===== src/rtl/twi_fm_pkg.sv =====
package twi_fm_pkg;

  // Events decoded from one pair of line samples.
  typedef struct packed {
    logic start;
    logic stop;
    logic scl_rise;
  } line_ev_t;

  // Next bit position after a clock rise; wraps past the acknowledge slot.
  function automatic int phase_step(input int idx, input int last);
    return (idx >= last) ? 0 : idx + 1;
  endfunction

  // A start or stop is illegal once a bit past position 0 is under way.
  function automatic logic in_fault_window(input logic framed, input logic armed,
                                           input int idx);
    return framed && armed && (idx != 0);
  endfunction

endpackage


===== src/rtl/twi_line_events.sv =====
module twi_line_events
  import twi_fm_pkg::*;
(
  input  logic     clk,
  input  logic     rst_n,
  input  logic     scl_i,
  input  logic     sda_i,
  output line_ev_t ev_o
);

  logic scl_q, sda_q;

  // Lines idle high, so reset the history high to avoid bogus edges.
  always_ff @(posedge clk or negedge rst_n) begin
    if (!rst_n) begin
      scl_q <= 1'b1;
      sda_q <= 1'b1;
    end else begin
      scl_q <= scl_i;
      sda_q <= sda_i;
    end
  end

  logic scl_held;
  assign scl_held = scl_q & scl_i;

  always_comb begin
    ev_o.start    = scl_held &  sda_q & ~sda_i;
    ev_o.stop     = scl_held & ~sda_q &  sda_i;
    ev_o.scl_rise = ~scl_q & scl_i;
  end

  // start and stop exclude each other and a clock edge.
  p_ev_exclusive_r1: assert property (@(posedge clk) disable iff (!rst_n)
    $onehot0({ev_o.start, ev_o.stop, ev_o.scl_rise}));

endmodule


===== src/rtl/twi_bit_phase.sv =====
module twi_bit_phase
  import twi_fm_pkg::*;
#(
  parameter int DATA_BITS = 8,
  parameter int IDX_W     = $clog2(DATA_BITS + 1)
) (
  input  logic             clk,
  input  logic             rst_n,
  input  line_ev_t         ev_i,
  output logic             framed_o,
  output logic             armed_o,
  output logic [IDX_W-1:0] idx_o,
  output logic             window_o
);

  logic             framed_q, armed_q;
  logic [IDX_W-1:0] idx_q;

  always_ff @(posedge clk or negedge rst_n) begin
    if (!rst_n) begin
      framed_q <= 1'b0;
      armed_q  <= 1'b0;
      idx_q    <= '0;
    end else if (ev_i.start) begin
      // Legal or not, a start reopens the frame so address matching resumes.
      framed_q <= 1'b1;
      armed_q  <= 1'b0;
      idx_q    <= '0;
    end else if (ev_i.stop) begin
      framed_q <= 1'b0;
      armed_q  <= 1'b0;
      idx_q    <= '0;
    end else if (ev_i.scl_rise && framed_q) begin
      armed_q <= 1'b1;
      if (armed_q) idx_q <= IDX_W'(phase_step(int'(idx_q), DATA_BITS));
      else         idx_q <= '0;
    end
  end

  assign framed_o = framed_q;
  assign armed_o  = armed_q;
  assign idx_o    = idx_q;
  assign window_o = in_fault_window(framed_q, armed_q, int'(idx_q));

  // position never leaves 0..DATA_BITS.
  p_idx_range_r8: assert property (@(posedge clk) disable iff (!rst_n)
    int'(idx_q) <= DATA_BITS);

  // any start leaves an open, unarmed frame.
  p_restart_r9: assert property (@(posedge clk) disable iff (!rst_n)
    ev_i.start |=> (framed_q && !armed_q && idx_q == '0));

  // a stop closes the frame.
  p_stop_close_r9: assert property (@(posedge clk) disable iff (!rst_n)
    ev_i.stop |=> (!framed_q && !armed_q));

  // a rise within an armed frame advances the position.
  p_advance_r8: assert property (@(posedge clk) disable iff (!rst_n)
    (ev_i.scl_rise && framed_q && armed_q && int'(idx_q) < DATA_BITS)
      |=> int'(idx_q) == int'($past(idx_q)) + 1);

endmodule


===== src/rtl/twi_fault_core.sv =====
module twi_fault_core
  import twi_fm_pkg::*;
(
  input  logic     clk,
  input  logic     rst_n,
  input  line_ev_t ev_i,
  input  logic     window_i,
  input  logic     sda_i,
  input  logic     sda_drive_i,
  input  logic     sda_own_i,
  input  logic     master_i,
  input  logic     err_clr_i,
  output logic     bus_err_o,
  output logic     master_abort_o,
  output logic     bus_busy_o
);

  // Named fault events for the assertions.
  logic bad_start, bad_stop, conflict, fault;
  assign bad_start = ev_i.start & window_i;
  assign bad_stop  = ev_i.stop  & window_i;
  assign conflict  = ev_i.scl_rise & sda_own_i & sda_drive_i & ~sda_i;
  assign fault     = bad_start | bad_stop | conflict;

  logic err_q, abort_q, busy_q;

  always_ff @(posedge clk or negedge rst_n) begin
    if (!rst_n) begin
      err_q   <= 1'b0;
      abort_q <= 1'b0;
      busy_q  <= 1'b0;
    end else begin
      // A new fault outranks a clear in the same cycle.
      if (fault)          err_q <= 1'b1;
      else if (err_clr_i) err_q <= 1'b0;
      abort_q <= fault & master_i;
      if (ev_i.start)     busy_q <= 1'b1;
      else if (ev_i.stop) busy_q <= 1'b0;
    end
  end

  assign bus_err_o      = err_q;
  assign master_abort_o = abort_q;
  assign bus_busy_o     = busy_q;

  // busy follows start and stop.
  p_busy_set_r1: assert property (@(posedge clk) disable iff (!rst_n)
    ev_i.start |=> busy_q);
  p_busy_clr_r1: assert property (@(posedge clk) disable iff (!rst_n)
    ev_i.stop |=> !busy_q);

  // misplaced conditions raise the flag.
  p_bad_cond_r2: assert property (@(posedge clk) disable iff (!rst_n)
    (bad_start || bad_stop) |=> err_q);

  // a conflict raises the flag.
  p_conflict_r5: assert property (@(posedge clk) disable iff (!rst_n)
    conflict |=> err_q);

  // the flag holds until cleared.
  p_err_sticky_r6: assert property (@(posedge clk) disable iff (!rst_n)
    (err_q && !err_clr_i) |=> err_q);

  // an abort comes only with the flag and lasts one cycle.
  p_abort_err_r7: assert property (@(posedge clk) disable iff (!rst_n)
    abort_q |-> err_q);
  p_abort_master_r7: assert property (@(posedge clk) disable iff (!rst_n)
    abort_q |-> $past(master_i));

endmodule


===== src/rtl/twi_fault_monitor.sv =====
module twi_fault_monitor
  import twi_fm_pkg::*;
#(
  parameter int DATA_BITS = 8,
  parameter int IDX_W     = $clog2(DATA_BITS + 1)
) (
  input  logic             clk,
  input  logic             rst_n,
  input  logic             scl_i,
  input  logic             sda_i,
  input  logic             sda_drive_i,
  input  logic             sda_own_i,
  input  logic             master_i,
  input  logic             err_clr_i,
  output logic             bus_err_o,
  output logic             master_abort_o,
  output logic             bus_busy_o,
  output logic             bit_valid_o,
  output logic [IDX_W-1:0] bit_idx_o
);

  line_ev_t ev;
  logic     framed, armed, window;

  twi_line_events u_events (
    .clk   (clk),
    .rst_n (rst_n),
    .scl_i (scl_i),
    .sda_i (sda_i),
    .ev_o  (ev)
  );

  twi_bit_phase #(
    .DATA_BITS (DATA_BITS),
    .IDX_W     (IDX_W)
  ) u_phase (
    .clk      (clk),
    .rst_n    (rst_n),
    .ev_i     (ev),
    .framed_o (framed),
    .armed_o  (armed),
    .idx_o    (bit_idx_o),
    .window_o (window)
  );

  twi_fault_core u_core (
    .clk            (clk),
    .rst_n          (rst_n),
    .ev_i           (ev),
    .window_i       (window),
    .sda_i          (sda_i),
    .sda_drive_i    (sda_drive_i),
    .sda_own_i      (sda_own_i),
    .master_i       (master_i),
    .err_clr_i      (err_clr_i),
    .bus_err_o      (bus_err_o),
    .master_abort_o (master_abort_o),
    .bus_busy_o     (bus_busy_o)
  );

  assign bit_valid_o = framed & armed;

  // outputs quiet while reset is held.
  always_comb begin
    if (!rst_n) begin
      a_reset_quiet_r10: assert (!bus_err_o && !master_abort_o && !bus_busy_o && !bit_valid_o);
    end
  end

endmodule


===== config.mk =====
export PLATFORM = sky130hd
export DESIGN_NAME = twi_fault_monitor
export DESIGN_NICKNAME = d
export VERILOG_FILES = /design/src/rtl/twi_fm_pkg.sv /design/src/rtl/twi_line_events.sv /design/src/rtl/twi_bit_phase.sv /design/src/rtl/twi_fault_core.sv /design/src/rtl/twi_fault_monitor.sv
export SDC_FILE = /design/constraint.sdc
export NUM_CORES = 1
export LEC_CHECK = 0
export BUFFER_PORTS_ARGS = -buffer_cell sky130_fd_sc_hd__clkbuf_2
export CAP_MARGIN = 20
export CORE_MARGIN = 2
export CORE_UTILIZATION = 40
export CTS_CLUSTER_DIAMETER = 40
export CTS_CLUSTER_SIZE = 8
export DETAILED_ROUTE_END_ITERATION = 8
export GPL_TIMING_DRIVEN = 0
export HOLD_SLACK_MARGIN = 0.02
export SLEW_MARGIN = 20
export SYNTH_ARGS = -nofsm -noshare
export SYNTH_HDL_FRONTEND = slang
export SYNTH_HIERARCHICAL = 1
export SYNTH_SLANG_ARGS = --single-unit
export TNS_END_PERCENT = 100

===== constraint.sdc =====
create_clock -name clk -period 3.6 [get_ports clk]
set_clock_uncertainty 0.15 [all_clocks]
set_input_delay 0.9 -clock clk [delete_from_list [all_inputs] [get_ports clk]]
set_output_delay 0.9 -clock clk [all_outputs]
set_load 0.01 [all_outputs]

---- Yosys cells after proc, flatten, opt, wreduce, memory -nomap -nowiden ----
Index checks and enable logic that the tools add are counted.
W data, S select, Z words.
storage, ports and cells
  register bits ........................... 10
  latch bits .............................. 0
  memory bits (writable) .................. 0
  ROM bits ................................ 0
  input port bits ......................... 8
  memories ................................ 0
operators by class
  add/sub/neg operators ................... 1
  multipliers ............................. 0
  divide/modulo/power cells ............... 0
  $lt $le $gt $ge ......................... 1
  equality and inequality tests ........... 0
  shift-type cells ........................ 0
  multiplexer cells ....................... 12
  bitwise gates (word level) .............. 18
  reduce and logical (&&, ||, !) cells .... 7
operator list
  kind                   count
  $mux W4                5
  $and A1 B1 Y1          13
  $mux W1                7
  $add A4 B1 Y4 const B  1
  $ge A4 B4 Y1 const B   1
  $reduce_bool A2 Y1     2
  $reduce_bool A4 Y1     1
  $logic_and A1 B1 Y1    3
  $not A1 Y1             3
  $reduce_bool A3 Y1     1
  $or A1 B1 Y1           2

---- Depth between registers and ports, before layout ----
  depth after elaboration ................. 7
  gate-level depth with buffers ........... 5
  mapped depth without buffers ............ 5

---- Cells and area by module ----
Netlist, hierarchy kept.
modules (own cells, without submodules)
  module             instances  cells an instance  area an instance (µm²)  seq. area each (µm²)
  twi_bit_phase      1          35                 321.6                   150.1
  twi_fault_core     1          10                 141.4                   75.1
  twi_line_events    1          5                  78.8                    52.6
  twi_fault_monitor  1          1                  6.3                     0.0

---- Least setup slack after synthesis ----
OpenSTA, ideal clock, no wires.
  path kind ............................... input -> register
  from .................................... input port scl_i
  to ...................................... register u_phase.idx_q[3] (netlist: u_phase/idx_o[3])
  setup time .............................. 73 ps
  arrival ................................. 1828 ps
  path slack .............................. 1549 ps
  stages on the path ...................... 4
  cells stage by stage .................... nor2b_1 nand2_2 or3_1 a21oi_2
between the ends
  word-level cells in the longest chain between the ends .. 5
  elaborated cells on any way between the ends .. 10
  those cells by class .................... mux: 2; bitwise: 6; reduce/logical: 2
RTL lines
  what                         line                    RTL
  from (decl)                  twi_fault_monitor.sv:9  input logic scl_i,
  $and A1 B1 Y1                twi_line_events.sv:25   assign scl_held = scl_q & scl_i;
  $and A1 B1 Y1 (2 in series)  twi_line_events.sv:29   ev_o.stop = scl_held & ~sda_q & sda_i;
  $mux W4                      twi_bit_phase.sv:29     end else if (ev_i.stop) begin
  $mux W4                      twi_bit_phase.sv:24     end else if (ev_i.start) begin
  to (signal assigned)         twi_bit_phase.sv:35     if (armed_q) idx_q <= IDX_W'(phase_step(int'(idx_q), DATA_BITS));
  to (decl)                    twi_bit_phase.sv:17     logic [IDX_W-1:0] idx_q;
Several ways; a longest one is shown, not always the timed one.
A chain may end at the register's enable or synchronous reset.

---- Worst setup path in the final report ----
  from .................................... register u_phase.framed_q (netlist: u_phase/framed_o)
  to ...................................... output port bit_valid_o
between the ends
  word-level cells in the longest chain between the ends .. 1
RTL lines
  what                    line                     RTL
  from (decl)             twi_bit_phase.sv:16      logic framed_q, armed_q;
  from (signal assigned)  twi_bit_phase.sv:21      framed_q <= 1'b0;
  from (signal assigned)  twi_bit_phase.sv:26      framed_q <= 1'b1;
  from (signal assigned)  twi_bit_phase.sv:30      framed_q <= 1'b0;
  $and A1 B1 Y1           twi_fault_monitor.sv:61  assign bit_valid_o = framed & armed;
  to (decl)               twi_fault_monitor.sv:18  output logic bit_valid_o,
Every way passes these cells.

==> results.md <==
- PnR worst setup slack: 1.510 ns
- CTS hold repair buffers: 0
- Critical Path Source: u_phase/framed_o
- Final hold violation count: 0
- Die footprint: 0.001682 mm^2
- Measured slew at the worst slew-check pin: 0.5343 ns
- Synth Instances: 51
- Final setup viols: 0
- Status: complete, no violations
- Clock tree sinks: 11
- Worst Path Class, Setup: reg -> out
- Critical path arrival: 1.04 ns
- GRT Util Overall: 15.80%
- H-tree level count: 1
- Static Leak: 0.0003409 uW
- Slowest cell on the critical path: dfrtp_1
- Area share of the largest cell type after synthesis: 41.10%
- Worst Setup End Kind: primary output
- Mapped Nets: 61
- Initial antenna violation count: 0
- Worst EP required: 2.55 ns
- Crit path cell chain: and2_1 -> clkbuf_2
- First-pass GRT wire length: 1.600 mm
- Port bufs: 15
- Die X: 41.02 um
- Mapped Area: 548.0 um^2
- Worst skew pair latency: 0.26 ns
- Syn Area/Cell: 10.75 um^2
- RePlAce Congestion: 0.7025
- Max clock buf depth: 2
- FILL cells: 111
- P&R area growth vs syn: 21.92%
- Tmin final: 2.090 ns
- Flops & latches, synth: 11
- Clock slew at reported path FFs: 0.06 ns
- Ports: 16
- Synth warn: 6
- Setup TNS: 0 ns
- Pre-CTS WS: 1.252 ns
- Worst rel slew slack: 64.31%
- Chip Height: 41.02 um
- RSZ-0062 raised after global routing: no
- Largest net degree at the start of global routing: 12
- Via Count: 422
- Asr flop ratio synth: 100.0%
- Antenna-violating nets left: 0
- CTS tree: done
- Worst R2R Setup Slack: 1.95 ns
- Seq/Total Area, Yosys: 50.68%
- Number of enable flip-flop cells after synthesis: 0
- Post-CTS Setup Inserts: 0
- Core area: 0.001285 mm^2
- Initial drt markers: 7
- F_max: 0.4785 GHz
- Reg-to-reg startpoint: u_events/scl_q
- PD cells: 478.6 mW/mm^2
- Final period utilization: 58.06%
- Synth unique cells: 24
- ANT cells: 0
- Worst VDD drop: 358.1 uV
- PostCTS Resize Cnt: 0
- Wirelength per Cell: 12.08 um
- Multi-input logic area: 255.2 um^2
- DR DRC count: 0
- Slew Viols, Final: 0
- Site row count: 13
- Most common cell after layout, fill and taps aside: clkbuf_2
- Worst Min Path Start: u_core/bus_busy_o
- Worst Path Max Fanout: 8
- Final #Nets: 81
- Vias in the first global route: 375
- Worst Hold Class: reg -> reg
- Commonest non-fill, non-tap cells in the layout: 15 x clkbuf_2, 9 x dfrtp_1, 5 x nand2_1, 5 x a21oi_1, 4 x inv_1
- Hpwl dp: 748.9 um
- Crit-path max cell delay: 0.47 ns
- Yosys top cell by area: dfrtp_1
- Top_reg_cell synth: dfrtp_1
- Congestion Overflow GR: 0
- Reg area: 277.8 um^2
- Share of layout cells above drive strength 1: 40.00%
- Initial Util: 42.65%
- Total Wirelength: 1.027 mm
- 1st-pass router iterations: 4
- Synth top area cells: dfrtp_1 41%, dfstp_2 9.6%, a21oi_1 4.6%
- TritonCTS Buffers: 3
- Max Cap Violations: 0
- Vias per inst: 4.965
- Clock root cell: clkbuf_4
- Worst setup SP type: flop
synth_stat cells (2+ instances only):
cell type  n
inv_1      4
ha_1       2
dfrtp_1    9
dfstp_2    2
nor2b_1    3
and4b_1    2
nand4_1    3
a21oi_1    5
nor2_1     2
nand2_1    5
logic make-up (layout without fill, tap and decap cells):
logic type	after synthesis	count (layout)	synth area share, %
AO/OA/AOI/OAI	11	11	13.70
adder cells (fa/ha/maj)	2	2	4.565
buffers and inverters	4	23	2.739
flip-flops	11	11	50.69
AND/OR/NAND/NOR	23	23	28.31
per-stage QoR:
| stage | std cells | total power, uW | hold WS (ns) | util [%] | area, um^2 |
|---|---|---|---|---|---|
| after floorplan | 51 | 208.4 | 0.3605 | - | 548.0 |
| after global placement | 81 | 239.4 | 0.3174 | 49.95 | 641.9 |
| after detailed placement | 81 | 240.7 | 0.3234 | 49.95 | 641.9 |
| after CTS | 85 | 325.4 | 0.3398 | 52.00 | 668.1 |
| after global routing | 85 | 348.2 | 0.3490 | 52.00 | 668.1 |
| final | 85 | 319.8 | 0.3370 | 52.00 | 668.1 |
power breakdown:
part / switching [uW] / internal [uW]
logic: 39.4 / 35.0
registers: 22.2 / 142
clock network: 38.0 / 42.8
flip-flops by register name, summed over array words and instances (netlist names):
name,flops
u_events/sda_q,1
u_core/bus_err_o,1
u_core/master_abort_o,1
u_phase/idx_o,4
u_phase/armed_o,1
u_phase/framed_o,1
u_core/bus_busy_o,1
u_events/scl_q,1
path summary, 6_finish.rpt:
path / to / depth (start not counted)
max in group asynchronous: u_events/sda_q / 1
min in group asynchronous: u_phase/idx_o[2] / 1
hold reg to reg: u_core/bus_busy_o / 1
setup / recovery: bit_valid_o / 2
setup reg to reg: u_phase/idx_o[3] / 4
hold / removal: u_core/bus_busy_o / 1
per-layer routing:
metal  routed length [um]  vias to the layer above  global-route usage, %
met5                    0                        -                      0
met1                  488                      191                  18.24
met3                   54                        2                  9.783
met4                   12                        0                  7.500
li1                     -                      219                      -
met2                  471                       10                  22.66
layout make-up:
cell class / count / share of cell area [%]
clock buffer: 4 / 3.933
inverter: 4 / 2.247
multi-input combinational: 36 / 38.20
sequential: 11 / 41.57
tap: 15 / 2.809
timing repair buffer: 15 / 11.24
critical path, delay by kind of cell, from the launching register on:
family	cells	cell delay, ns
flops	1	0.47
simple gates	1	0.20
buf+inv	1	0.12
No activity file was read; power rests on OpenSTA's default activity.
